$ cat config.mk
export PLATFORM = sky130hd
export DESIGN_NAME = rtt_core
export DESIGN_NICKNAME = d
export VERILOG_FILES = /design/src/rtl/rtt_pkg.sv /design/src/rtl/rtt_divider.sv /design/src/rtl/rtt_counter.sv /design/src/rtl/rtt_flags.sv /design/src/rtl/rtt_core.sv
export SDC_FILE = /design/constraint.sdc
export NUM_CORES = 1
export LEC_CHECK = 0
export ABC_AREA = 1
export BUFFER_PORTS_ARGS = -buffer_cell sky130_fd_sc_hd__buf_4
export CORE_MARGIN = 3
export CORE_UTILIZATION = 55
export DETAILED_ROUTE_END_ITERATION = 12
export GPL_TIMING_DRIVEN = 1
export PLACE_DENSITY = 0.75
export SLEW_MARGIN = 15
export SYNTH_ARGS = -nofsm -noshare
export SYNTH_HDL_FRONTEND = slang
export SYNTH_SLANG_ARGS = --single-unit
$ cat constraint.sdc
create_clock -name clk -period 8.7 [get_ports clk]
set_clock_uncertainty 0.1 [all_clocks]
set_input_delay 1.305 -clock clk [delete_from_list [all_inputs] [get_ports clk]]
set_output_delay 1.305 -clock clk [all_outputs]
set_load 0.005 [all_outputs]
$ cat src/rtl/rtt_pkg.sv
package rtt_pkg;
    localparam int OFF_CTRL  = 0;
    localparam int OFF_CMP   = 4;
    localparam int OFF_COUNT = 8;
    localparam int OFF_FLAGS = 12;

    localparam int BIT_ALM_IE  = 16;
    localparam int BIT_INC_IE  = 17;
    localparam int BIT_RESTART = 18;

    localparam int FLAG_ALM = 0;
    localparam int FLAG_INC = 1;
endpackage

$ cat src/rtl/rtt_divider.sv
module rtt_divider #(
    parameter int PW = 16
) (
    input  logic          clk,
    input  logic          rst_n,
    input  logic          slow_en,
    input  logic          restart,
    input  logic [PW-1:0] reload,
    output logic          tick
);
    typedef struct packed {
        logic [PW-1:0] cnt;
    } div_t;

    div_t st_d, st_q;
    logic running, wrap;

    always_comb begin
        st_d    = st_q;
        running = (reload != '0) && slow_en && !restart;
        wrap    = st_q.cnt >= (reload - PW'(1));
        tick    = running && wrap;
        if (restart) begin
            st_d.cnt = '0;
        end else if (running) begin
            st_d.cnt = wrap ? '0 : st_q.cnt + PW'(1);
        end
    end

    always_ff @(posedge clk or negedge rst_n) begin
        if (!rst_n) st_q <= '0;
        else        st_q <= st_d;
    end
endmodule

$ cat src/rtl/rtt_counter.sv
module rtt_counter #(
    parameter int VW = 32
) (
    input  logic          clk,
    input  logic          rst_n,
    input  logic          tick,
    input  logic          restart,
    input  logic [VW-1:0] cmp,
    output logic [VW-1:0] value,
    output logic          hit
);
    typedef struct packed {
        logic [VW-1:0] value;
    } cnt_t;

    cnt_t st_d, st_q;
    logic [VW-1:0] plus_one;

    always_comb begin
        st_d     = st_q;
        plus_one = st_q.value + VW'(1);
        hit      = tick && (plus_one == cmp);
        if (restart)   st_d.value = '0;
        else if (tick) st_d.value = plus_one;
    end

    always_ff @(posedge clk or negedge rst_n) begin
        if (!rst_n) st_q <= '0;
        else        st_q <= st_d;
    end

    assign value = st_q.value;
endmodule

$ cat src/rtl/rtt_flags.sv
module rtt_flags (
    input  logic       clk,
    input  logic       rst_n,
    input  logic       set_alm,
    input  logic       set_inc,
    input  logic       clr,
    output logic [1:0] flags
);
    typedef struct packed {
        logic inc;
        logic alm;
    } flg_t;

    flg_t st_d, st_q;

    always_comb begin
        st_d = clr ? '0 : st_q;
        if (set_alm) st_d.alm = 1'b1;
        if (set_inc) st_d.inc = 1'b1;
    end

    always_ff @(posedge clk or negedge rst_n) begin
        if (!rst_n) st_q <= '0;
        else        st_q <= st_d;
    end

    assign flags = {st_q.inc, st_q.alm};
endmodule

$ cat src/rtl/rtt_core.sv
module rtt_core #(
    parameter int AW         = 4,
    parameter int DW         = 32,
    parameter int PW         = 16,
    parameter int DIV_RESET  = 16'h8000
) (
    input  logic          clk,
    input  logic          rst_n,
    input  logic          slow_en,
    input  logic          bus_sel,
    input  logic          bus_wr,
    input  logic [AW-1:0] bus_addr,
    input  logic [DW-1:0] bus_wdata,
    output logic [DW-1:0] bus_rdata,
    output logic          irq
);
    import rtt_pkg::*;

    localparam int PAD_W = DW - PW - 2;

    typedef struct packed {
        logic [PW-1:0] reload;
        logic          alm_ie;
        logic          inc_ie;
        logic [DW-1:0] cmp;
        logic [DW-1:0] rdata;
    } reg_t;

    reg_t st_d, st_q;

    logic          wr_ctrl, wr_cmp, rd_any, rd_flags, restart;
    logic          tick, hit;
    logic [DW-1:0] value;
    logic [1:0]    flags;

    rtt_divider #(.PW(PW)) u_div (
        .clk(clk), .rst_n(rst_n), .slow_en(slow_en),
        .restart(restart), .reload(st_q.reload), .tick(tick)
    );

    rtt_counter #(.VW(DW)) u_cnt (
        .clk(clk), .rst_n(rst_n), .tick(tick), .restart(restart),
        .cmp(st_q.cmp), .value(value), .hit(hit)
    );

    rtt_flags u_flg (
        .clk(clk), .rst_n(rst_n), .set_alm(hit), .set_inc(tick),
        .clr(rd_flags), .flags(flags)
    );

    always_comb begin
        wr_ctrl  = bus_sel && bus_wr && (bus_addr == AW'(OFF_CTRL));
        wr_cmp   = bus_sel && bus_wr && (bus_addr == AW'(OFF_CMP));
        rd_any   = bus_sel && !bus_wr;
        rd_flags = rd_any && (bus_addr == AW'(OFF_FLAGS));
        restart  = wr_ctrl && bus_wdata[BIT_RESTART];

        st_d = st_q;
        if (wr_ctrl) begin
            st_d.reload = bus_wdata[PW-1:0];
            st_d.alm_ie = bus_wdata[BIT_ALM_IE];
            st_d.inc_ie = bus_wdata[BIT_INC_IE];
        end
        if (wr_cmp) st_d.cmp = bus_wdata;

        if (rd_any) begin
            case (bus_addr)
                AW'(OFF_CTRL):  st_d.rdata = {{PAD_W{1'b0}}, st_q.inc_ie, st_q.alm_ie, st_q.reload};
                AW'(OFF_CMP):   st_d.rdata = st_q.cmp;
                AW'(OFF_COUNT): st_d.rdata = value;
                AW'(OFF_FLAGS): st_d.rdata = {{(DW-2){1'b0}}, flags};
                default:        st_d.rdata = '0;
            endcase
        end

        irq = (flags[FLAG_ALM] && st_q.alm_ie) || (flags[FLAG_INC] && st_q.inc_ie);
    end

    always_ff @(posedge clk or negedge rst_n) begin
        if (!rst_n) begin
            st_q.reload <= PW'(DIV_RESET);
            st_q.alm_ie <= 1'b0;
            st_q.inc_ie <= 1'b0;
            st_q.cmp    <= '1;
            st_q.rdata  <= '0;
        end else begin
            st_q <= st_d;
        end
    end

    assign bus_rdata = st_q.rdata;
endmodule

---- Word-level counts from Yosys, hierarchy flattened ----
Cells that the tools add are included.
word-level totals
  register bits ........................... 132
  input bits .............................. 41
  output and inout port bits .............. 33
  logic and storage cells ................. 47
cells by class
  add/sub/neg operators ................... 3
  $lt $le $gt $ge ......................... 1
  eq/ne operators ......................... 4
  multiplexer cells ....................... 9
  reductions and logical operators ........ 21
operators by type and width
  operator                                                               count
  32-bit one-hot mux with 4 select lines                                 1
  32-bit 2-to-1 mux                                                      2
  16-bit 2-to-1 mux                                                      3
  32-bit by 1-bit adder with 32-bit output, second input constant        1
  32-bit equality test                                                   1
  16-bit by 1-bit adder with 16-bit output, second input constant        1
  16-bit >= comparator                                                   1
  16-bit nonzero test                                                    1
  16-bit by 1-bit subtractor with 16-bit output, second input constant   1
  1-bit logical AND                                                      12
  4-bit equality test, second input constant                             2
  2-bit nonzero test                                                     4
  4-bit by 3-bit equality test with 1-bit output, second input constant  1
  4-bit zero test                                                        1
  1-bit zero test                                                        2
  1-bit 2-to-1 mux                                                       2
  2-bit 2-to-1 mux                                                       1
  1-bit logical OR                                                       1

---- Logic depth before layout (Yosys ltp) ----
Gate-level depths: netlist of run 1.
  word-level depth ........................ 8
  mapped depth ............................ 24
  gate-level depth less buffers ........... 23

---- By module ----
A second synthesis of run 1 with hierarchy kept.
second synthesis, totals
  cells, all modules ...................... 1272
  area total of the unflattened synthesis .. 8876.0 um2
by module, submodules not included
  module       times used  cells an instance  area each (um2)  seq. area each (um2)
  rtt_core     1           511                4156.5           2093.3
  rtt_counter  1           479                2803.9           800.8
  rtt_divider  1           273                1839.3           400.4
  rtt_flags    1           9                  76.3             50.0

---- Worst setup path after synthesis of run 1 ----
Ideal clock, no wire load.
  kind .................................... register -> register
  from .................................... reg st_q[68] (netlist name)
  to ...................................... reg u_cnt.st_q (netlist bit u_cnt.value[30])
  library setup time ...................... 0.126 ns
  arrival time ............................ 2.858 ns
  data required time ...................... 8.474 ns
  setup slack ............................. 5.616 ns
  stages on the path, launching flop included .. 22
  path buffers ............................ 2
  clock period less this slack ............ 3.084 ns
  path through ............................ dfrtp_1 > nor2_1 > nand2_1 > nor4_2 > nand3_1 > nor2_1 > nand2_1 > nor3_1 > xor2_1 > inv_1 > ha_1 > nand2_1 > inv_1 > nand3_1 > nor3_1 > a21oi_1 > nand2_1 > nand2_4 > nand2_2 > buf_6 > buf_6 > o22ai_2
between the ends
  longest elaborated chain between the ends .. 5
  elaborated cells between the ends (all ways) .. 7
  classes of those cells .................. add/sub (1); order compare (1); reduce/logical (5)
ends and longest elaborated chain
  item                                                                                                   RTL line           RTL
  parallel branches: the longest is 3 deep, another holds 16-bit by 1-bit subtractor with 16-bit output  --
  1-bit logical AND (*)                                                                                  rtt_divider.sv:22  tick = running && wrap;
  2-bit nonzero test (no line) (*)                                                                       --
  end signal, assigned                                                                                   rtt_counter.sv:29  else st_q <= st_d;
  end, declared                                                                                          rtt_counter.sv:16  cnt_t st_d, st_q;
Mark *: on every way between the ends.
A chain may end at the register's enable or synchronous reset.

---- Worst setup path in the final report of run 1 ----
  from .................................... reg st_q[68] (netlist name)
  to ...................................... reg u_cnt.st_q (netlist bit u_cnt.value[11])
between the ends
  longest elaborated chain between the ends .. 5
  elaborated cells between the ends (all ways) .. 7
  classes of those cells .................. add/sub (1); order compare (1); reduce/logical (5)
ends and longest elaborated chain
  item                                                                                                   RTL line
  parallel branches: the longest is 3 deep, another holds 16-bit by 1-bit subtractor with 16-bit output  --
  1-bit logical AND (*)                                                                                  rtt_divider.sv:22
  2-bit nonzero test (no line) (*)                                                                       --
Marks and branches as above.

==> results of run 1 <==
cell type report:
type,instances,area share
well taps,180,0.0247
clock buffers,17,0.0466
clock inverters,15,0.0152
flip-flops and latches,132,0.367
inverters,120,0.0494
repair buffers,77,0.0638
multi-input cells,797,0.434
routing by layer:
layer | vias up | global-route usage | wire length, um | part of all wire
li1 | 3621 | - | - | -
met1 | 3395 | 0.418 | 10400 | 0.48
met2 | 281 | 0.397 | 9410 | 0.43
met3 | 27 | 0.0531 | 1670 | 0.076
met4 | 0 | 0.0811 | 308 | 0.014
met5 | - | 0 | 0 | 0
cell usage in the layout (no fill, tap or decap), types with 29 or more instances in the layout:
cell                      count
sky130_fd_sc_hd__a21oi_1     30
sky130_fd_sc_hd__buf_4       76
sky130_fd_sc_hd__dfrtp_1     99
sky130_fd_sc_hd__dfstp_2     33
sky130_fd_sc_hd__inv_1      116
sky130_fd_sc_hd__nand2_1    359
sky130_fd_sc_hd__nand3_1     77
sky130_fd_sc_hd__nor2_1     101
sky130_fd_sc_hd__o21ai_0     81
sky130_fd_sc_hd__o22ai_1     29
cell families (layout without fill, tap and decap cells):
logic type	Yosys count	in the layout	synth area share
buffers and inverters	181	229	0.103
AO/OA/AOI/OAI	173	173	0.126
AND/OR/NAND/NOR	576	576	0.296
adder cells (fa/ha/maj)	19	19	0.0292
flip-flops	132	132	0.411
XOR/XNOR	29	29	0.0348
power by group:
group          internal [mW]  leakage (nW)  switching, mW
Clock                  0.377         0.266          0.319
Combinational          0.288          2.72          0.488
Sequential             0.772          1.60          0.157
Total                   1.44          4.59          0.964
flip-flops by register name (all words and copies together) (netlist names):
name and flops:
bus_rdata 32, st_q 50, u_cnt.value 32, u_div.st_q 16
u_flg.flags 2
worst min path at each step:
stage	slack, ps	endpoint	start	cells past startpoint
after floorplan	350	bus_rdata[10]$_DFFE_PN0P_	bus_rdata[10]$_DFFE_PN0P_	2
after global placement	360	bus_rdata[19]$_DFFE_PN0P_	bus_rdata[19]$_DFFE_PN0P_	2
after detailed placement	370	bus_rdata[10]$_DFFE_PN0P_	bus_rdata[10]$_DFFE_PN0P_	2
after CTS	380	bus_rdata[10]$_DFFE_PN0P_	bus_rdata[10]$_DFFE_PN0P_	2
after global routing	400	bus_rdata[10]$_DFFE_PN0P_	bus_rdata[10]$_DFFE_PN0P_	2
final	380	bus_rdata[10]$_DFFE_PN0P_	bus_rdata[10]$_DFFE_PN0P_	2
per-stage QoR:
| step | std cells | total power [mW] | setup slack, ps | utilization |
|---|---|---|---|---|
| after floorplan | 1110 | 1.48 | 5620 | - |
| final | 1338 | 2.40 | 4480 | 0.645 |
| after detailed placement | 1306 | 1.69 | 4290 | 0.604 |
| after global placement | 1306 | 1.68 | 4410 | 0.604 |
| after global routing | 1338 | 2.56 | 3970 | 0.645 |
| after CTS | 1338 | 2.39 | 4490 | 0.644 |
worst max-delay path, delay by kind of cell (launching register included):
| kind | cells | cell delay (ps) |
|---|---|---|
| fa+ha+maj | 1 | 280 |
| xor+xnor | 1 | 160 |
| simple gates | 13 | 2390 |
| compound gates | 3 | 550 |
| flops | 1 | 440 |
| buf+inv | 3 | 150 |
==> metrics.md, run 1 <==
| Metric | Value |
|---|---|
| Worst EP arrival | 4460 ps |
| Crit path time final | 4220 ps |
| Number of maximum-capacitance constraint violations | 0 |
| Worst-skew pair later-pin latency | 440 ps |
| TritonCTS clock tree | built |
| IO Pins | 74 |
| Critical Path End | u_cnt.value[11]$_DFFE_PN0P_ |
| CP peak stage delay | 540 ps |
| # diodes | 0 |
| Vias post-DR | 7324 |
| RSZ-0062 raised after global routing | no |
| Total count of max-transition violations in the final report | 0 |
| Area of the core | 14100 um2 |
| Final net count | 1205 |
| Power Dens Cells | 263 nW/um2 |
| Global-route wire length before repair | 35200 um |
| Biggest area contributors in the synthesized netlist | sky130_fd_sc_hd__dfrtp_1 30%, sky130_fd_sc_hd__nand2_1 17%, sky130_fd_sc_hd__dfstp_2 11% |
| Placement row count | 43 |
| Mapped Nets | 1170 |
| Syn Inst Count | 1110 |
| Worst Path Required | 8940 ps |
| Die height | 128 um |
| Initial antenna violation count | 0 |
| Number of fill cells in the layout | 1287 |
| Most frequently used cell type in the post-synthesis netlist | sky130_fd_sc_hd__nand2_1 |
| Final worst path period share | 0.485 |
| Yosys warning count | 0 |
| Initial DRC count | 753 |
| Clock transition at the registers of the reported paths | 60 ps |
| Worst slew pin tran | 1030 ps |
| Setup Fix Bufs, Post-CTS | 0 |
| Multi-input gate area in the final layout | 3950 um2 |
| Cell depth of the worst flop-to-flop path | 21 |
| DRC errors left | 0 |
| Proportion of layout cells with a drive suffix above 1 | 0.156 |
| Clock Path Buffers | 2 |
| Post-Synthesis Mean Instance Area | 7.32 um2 |
| Synthesized flop and latch total | 132 |
| Status | complete, no violations |
| Total Die Area | 16300 um2 |
| Top fanout value on the critical path | 32 |
| Main flop type after synthesis | sky130_fd_sc_hd__dfrtp_1 |
| Post-route design area | 9120 um2 |
| Mean routed wirelength per cell | 16.3 um |
| Category of the critical setup timing path | flip-flop to flip-flop |
| Timing startpoint of the critical path | st_q[68]$_DFFE_PN0P_ |
| Area growth syn-to-layout | 12.2% |
| Horizontal die dimension | 128 um |
| List of most frequent post-synthesis cells | 360 x sky130_fd_sc_hd__nand2_1, 116 x sky130_fd_sc_hd__inv_1, 101 x sky130_fd_sc_hd__nor2_1 |
| Proportion of synthesized chip area in sequential cells | 0.411 |
| Maximum resistive drop on vdd | 0.000168 V |
| Final-report setup violation count | 0 |
| Number of clock sinks | 132 |
| Total Negative Setup Slacks | 0 ps |
| Remaining antenna violation count after routing | 0 |
| CTS Buf Count | 17 |
| Largest net degree at the start of global routing | 81 |
| Instance area after placement | 8550 um2 |
| Post-synthesis instance area | 8130 um2 |
| Cell chosen for the clock root | sky130_fd_sc_hd__clkbuf_16 |
| Slowest library cell on the worst path | sky130_fd_sc_hd__nand2_2 |
| Number of global-route vias before repair | 6668 |
| Wire length after detailed routing | 21800 um |
| Remaining global-route overflow | 0 |
| FF/Latch Area | 3340 um2 |
| Total of cells resized after clock tree synthesis | 0 |
| Number of flops mapped to enable cells by yosys | 0 |
| Hold-fix buffers, CTS | 0 |
| Initial DRT Pass Iterations | 6 |
| Async SR Flop Fraction | 1.00 |
| # port buffers | 73 |
| Worst reg2reg endpoint | u_cnt.value[11]$_DFFE_PN0P_ |
| Startpoint kind of the worst setup timing path | flip-flop |
| Max-slew headroom at the worst pin | 0.314 |
| Vias per inst | 5.47 |
| Total track usage | 0.274 |
| Post-detail-place hpwl | 16000 um |
| Unique cell type count in the Yosys netlist | 42 |
| Hold Crit Class | flip-flop to flip-flop |
| Cell-by-cell listing of the critical path | nor2_1, nand2_1, nor4_2, nand3_1, nor2_1, nand2_1, nor3_1, xor2_1, inv_1, ha_1, nand2_1, inv_1, nand3_1, inv_1, nand2_1, o211ai_1, a21oi_1, nand2_1, nand2_4, nand2_2, o21ai_0 |
| Area share of the leading cell type in the synthesized netlist | 0.305 |
| P_leak | 4.59 nW |
| Max Clock Freq | 0.237 GHz |
| Post-Route Hold Slack | 382 ps |
| Beginning of the worst register-to-register path | st_q[68]$_DFFE_PN0P_ |
| Cell type with the largest total area after synthesis | sky130_fd_sc_hd__dfrtp_1 |
| Reg-to-reg setup timing slack | 4480 ps |
| Initial standard-cell utilization of the core | 0.574 |
| Number of levels the H-tree was split into | 4 |
| Final number of hold-violating endpoints | 0 |
| Routability congestion estimate | 0.973 |
| Crit. End Element | flip-flop |
| Most repeated library cell on the critical path | sky130_fd_sc_hd__nand2_1 |
(Power assumes the default switching activity.)
==> run 2, diff against run 1 <==
- clock period: 8.7 -> 4 ns (I/O delays scaled with it)
==> run 2 against run 1 <==
Net effect:
- critical path depth increased by 1
- clock-buffer cell count unchanged
- first-iteration DRC count increased by 8.2%
- highest routed layer unchanged
- hold slack got worse by 260 ps
- flip-flop and latch count unchanged
- largest cell class unchanged
- cell area increased by 2.0%
- setup slack got worse by 4100 ps
- utilization increased by 1.3 points
- register-to-register slack got worse by 4100 ps
- total power increased by 130%
- sequential power increased by 120%
==> metrics.md, run 2 (synthesized netlist as in run 1, its figures left out) <==
| Metric | Value |
|---|---|
| Status | complete, no violations |
| Hold Crit Class | input pin to async pin |
| Initial DRC count | 815 (+8.2%) |
| Worst slew pin tran | 1130 ps (+105 ps) |
| Fraction of power consumed by combinational cells | 0.314 (-0.009) |
| Max-slew headroom at the worst pin | 0.245 (-0.0697) |
| Core occupancy in the finished layout | 0.658 (+0.0132) |
| Routability congestion estimate | 1.02 (+5.1%) |
| Crit. End Element | flip-flop |
| Power Dens Cells | 585 nW/um2 (+120%) |
| Global-route wire length before repair | 36600 um (+4.2%) |
| Worst-skew pair later-pin latency | 420 ps (-20 ps) |
| # diodes | 0 (unchanged) |
| Wire length after detailed routing | 22400 um (+2.7%) |
| Cell internal power dissipation | 3.38 mW (+130%) |
| Number of maximum-capacitance constraint violations | 0 (unchanged) |
| CP delay by family, top | simple AND/OR/NAND/NOR gates |
| Post-detail-place hpwl | 16700 um (+4.5%) |
| Clock Path Buffers | 2 (unchanged) |
| Post-Route Hold Slack | 121 ps (-260 ps) |
| Remaining antenna violation count after routing | 0 (unchanged) |
| Post-route non-filler standard cell count | 1349 (+0.82%) |
| P_leak | 4.67 nW (+1.8%) |
| Worst EP arrival | 3840 ps (-620 ps) |
| Clock group share of total power | 0.314 (+0.024) |
| Reg with most FFs | st_q |
| Max Clock Freq | 0.278 GHz (+17%) |
| Initial DRT Pass Iterations | 5 (-1) |
| Vias per inst | 5.46 (-0.17%) |
| RSZ-0062 raised after global routing | no |
| # port buffers | 73 (unchanged) |
| Switching power share of the total | 0.380 (-0.0213) |
| Total Power Consumption | 5.45 mW (+130%) |
| Leading cell type in the layout, fill and taps excluded | sky130_fd_sc_hd__nand2_1 |
| Vias post-DR | 7372 (+0.66%) |
| Net switching power | 2.07 mW (+110%) |
| Category of the critical setup timing path | flip-flop to flip-flop |
| Horizontal die dimension | 128 um (unchanged) |
| Proportion of layout cells with a drive suffix above 1 | 0.167 (+0.0105) |
| Largest net degree at the start of global routing | 82 (+1.2%) |
| IO Pins | 74 (unchanged) |
| Final net count | 1216 (+0.91%) |
| Reg power frac | 0.372 (-0.015) |
| Final number of hold-violating endpoints | 0 (unchanged) |
| Clock transition at the registers of the reported paths | 60 ps (about the same) |
| DRC errors left | 0 (unchanged) |
| Placement row count | 43 (unchanged) |
| Total count of max-transition violations in the final report | 0 (unchanged) |
| Initial antenna violation count | 0 (unchanged) |
| CP peak stage delay | 450 ps (-90 ps) |
| Total Negative Setup Slacks | 0 ps (unchanged) |
| Number of flip-flops in the largest register | 50 (unchanged) |
| Area growth syn-to-layout | 14.5% |
| Startpoint kind of the worst setup timing path | flip-flop |
| Number of levels the H-tree was split into | 4 (unchanged) |
| Cell chosen for the clock root | sky130_fd_sc_hd__clkbuf_16 |
| Buffers and inverters on the worst path | 4 (+1) |
| Mean routed wirelength per cell | 16.6 um (+1.8%) |
| Top fanout value on the critical path | 20 (-38%) |
| Most repeated library cell on the critical path | sky130_fd_sc_hd__nand2_1 |
| Area of the core | 14100 um2 (unchanged) |
| Die height | 128 um (unchanged) |
| Final worst path period share | 0.900 (+0.415) |
| Cell-by-cell listing of the critical path | nor2_1, nand2_1, nor4_4, nand3_1, nor2_1, nand2_1, nor3_1, xor2_1, inv_1, ha_1, nand2_1, inv_1, nand3_1, inv_1, nand2_1, o211ai_1, a21oi_1, nand2_1, nand2_4, nand2_2, buf_12, o21ai_0 |
| Most frequent cells in the layout | 358 x sky130_fd_sc_hd__nand2_1, 115 x sky130_fd_sc_hd__inv_1, 101 x sky130_fd_sc_hd__nor2_1 |
| Crit path time final | 3600 ps (-620 ps) |
| Maximum resistive drop on vdd | 0.000331 V (+97%) |
| Worst Path Required | 4240 ps (-4700 ps) |
| Initial standard-cell utilization of the core | 0.574 (unchanged) |
| TritonCTS clock tree | built |
| Total Die Area | 16300 um2 (unchanged) |
| Placed Cells | 1312 (+0.46%) |
| Total track usage | 0.289 (+0.0147) |
| Number of clock sinks | 132 (unchanged) |
| Remaining global-route overflow | 0 (unchanged) |
| CTS Buf Count | 17 (unchanged) |
| Slowest library cell on the worst path | sky130_fd_sc_hd__dfrtp_1 |
| Final-report setup violation count | 0 (unchanged) |
| Number of global-route vias before repair | 6943 (+4.1%) |
==> run 2: cell types whose count changed in the layout (fill, tap and decap cells not counted), moves of 2 or more <==
cell                         delta
sky130_fd_sc_hd__buf_4         +10
sky130_fd_sc_hd__nand2_2        +2
sky130_fd_sc_hd__bufinv_16      +4
sky130_fd_sc_hd__inv_8          -3
sky130_fd_sc_hd__clkinvlp_4     -2
==> run 2: metal layers <==
layer / wire [um] / up-vias / track usage
met5: 0 / - / 0
met4: 451 / 0 / 0.0880
met3: 1920 / 36 / 0.0640
met2: 9590 / 298 / 0.419
met1: 10500 / 3391 / 0.434
li1: - / 3647 / -
==> run 2: final timing paths <==
path / start / to / slack (ps) / depth (start not counted)
max in group asynchronous: rst_n / st_q[48]$_DFFE_PN1P_ / 2740 / 2
min in group clk: bus_wdata[23] / st_q[55]$_DFFE_PN1P_ / 320 / 3
worst min-delay path: rst_n / u_div.st_q[5]$_DFFE_PN0P_ / 120 / 1
worst min register to register: bus_rdata[10]$_DFFE_PN0P_ / bus_rdata[10]$_DFFE_PN0P_ / 380 / 2
worst max-delay path: st_q[68]$_DFFE_PN0P_ / u_cnt.value[27]$_DFFE_PN0P_ / 400 / 22
worst max register to register: st_q[68]$_DFFE_PN0P_ / u_cnt.value[27]$_DFFE_PN0P_ / 400 / 22
==> run 2: final cells by class <==
cell class / instances / area, um2
Fill cell: 1244 / 4840
Sequential cell: 132 / 3340
Tap cell: 180 / 225
Clock buffer: 17 / 425
Inverter: 120 / 450
Timing Repair Buffer: 88 / 677
Clock inverter: 15 / 219
Multi-Input combinational cell: 797 / 3970
==> run 2: what timing repair did <==
| item | 4_1_cts | 5_1_grt |
|---|---|---|
| resized for setup | 0 | 3 |
| hold buffers | 0 | 0 |
| setup buffers | 0 | 5 |
| endpoints found under the setup margin | 0 | 39 |
==> run 2: worst reg2reg max path, cell delays in order, from the launching register on <==
cell                       delay, ps
sky130_fd_sc_hd__dfrtp_1         450
sky130_fd_sc_hd__nor2_1          160
sky130_fd_sc_hd__nand2_1         130
sky130_fd_sc_hd__nor4_4          190
sky130_fd_sc_hd__nand3_1         150
sky130_fd_sc_hd__nor2_1          170
sky130_fd_sc_hd__nand2_1         100
sky130_fd_sc_hd__nor3_1          180
sky130_fd_sc_hd__xor2_1          170
sky130_fd_sc_hd__inv_1            50
sky130_fd_sc_hd__ha_1            280
sky130_fd_sc_hd__nand2_1          90
sky130_fd_sc_hd__inv_1            40
sky130_fd_sc_hd__nand3_1          90
sky130_fd_sc_hd__inv_1            50
sky130_fd_sc_hd__nand2_1          60
sky130_fd_sc_hd__o211ai_1         80
sky130_fd_sc_hd__a21oi_1         140
sky130_fd_sc_hd__nand2_1         120
sky130_fd_sc_hd__nand2_4         160
sky130_fd_sc_hd__nand2_2         180
sky130_fd_sc_hd__buf_12          220
sky130_fd_sc_hd__o21ai_0         160
==> run 2: power groups by stage <==
stage          logic, mW  clock network [mW]  registers (mW)
2_1_floorplan       1.29                   0            1.92
3_3_place_gp        1.64                   0            2.02
3_5_place_dp        1.67                   0            2.03
4_1_cts             1.69                1.73            2.01
5_1_grt             1.95                1.78            2.07
6_report            1.71                1.71            2.03
==> run 2: per-stage QoR <==
stage               area (um2)  setup slack, ps
finish                    9310              400
global route              9310             32.6
CTS                       9250              272
detailed placement        8610              299
global placement          8610              425
floorplan                 8130              916
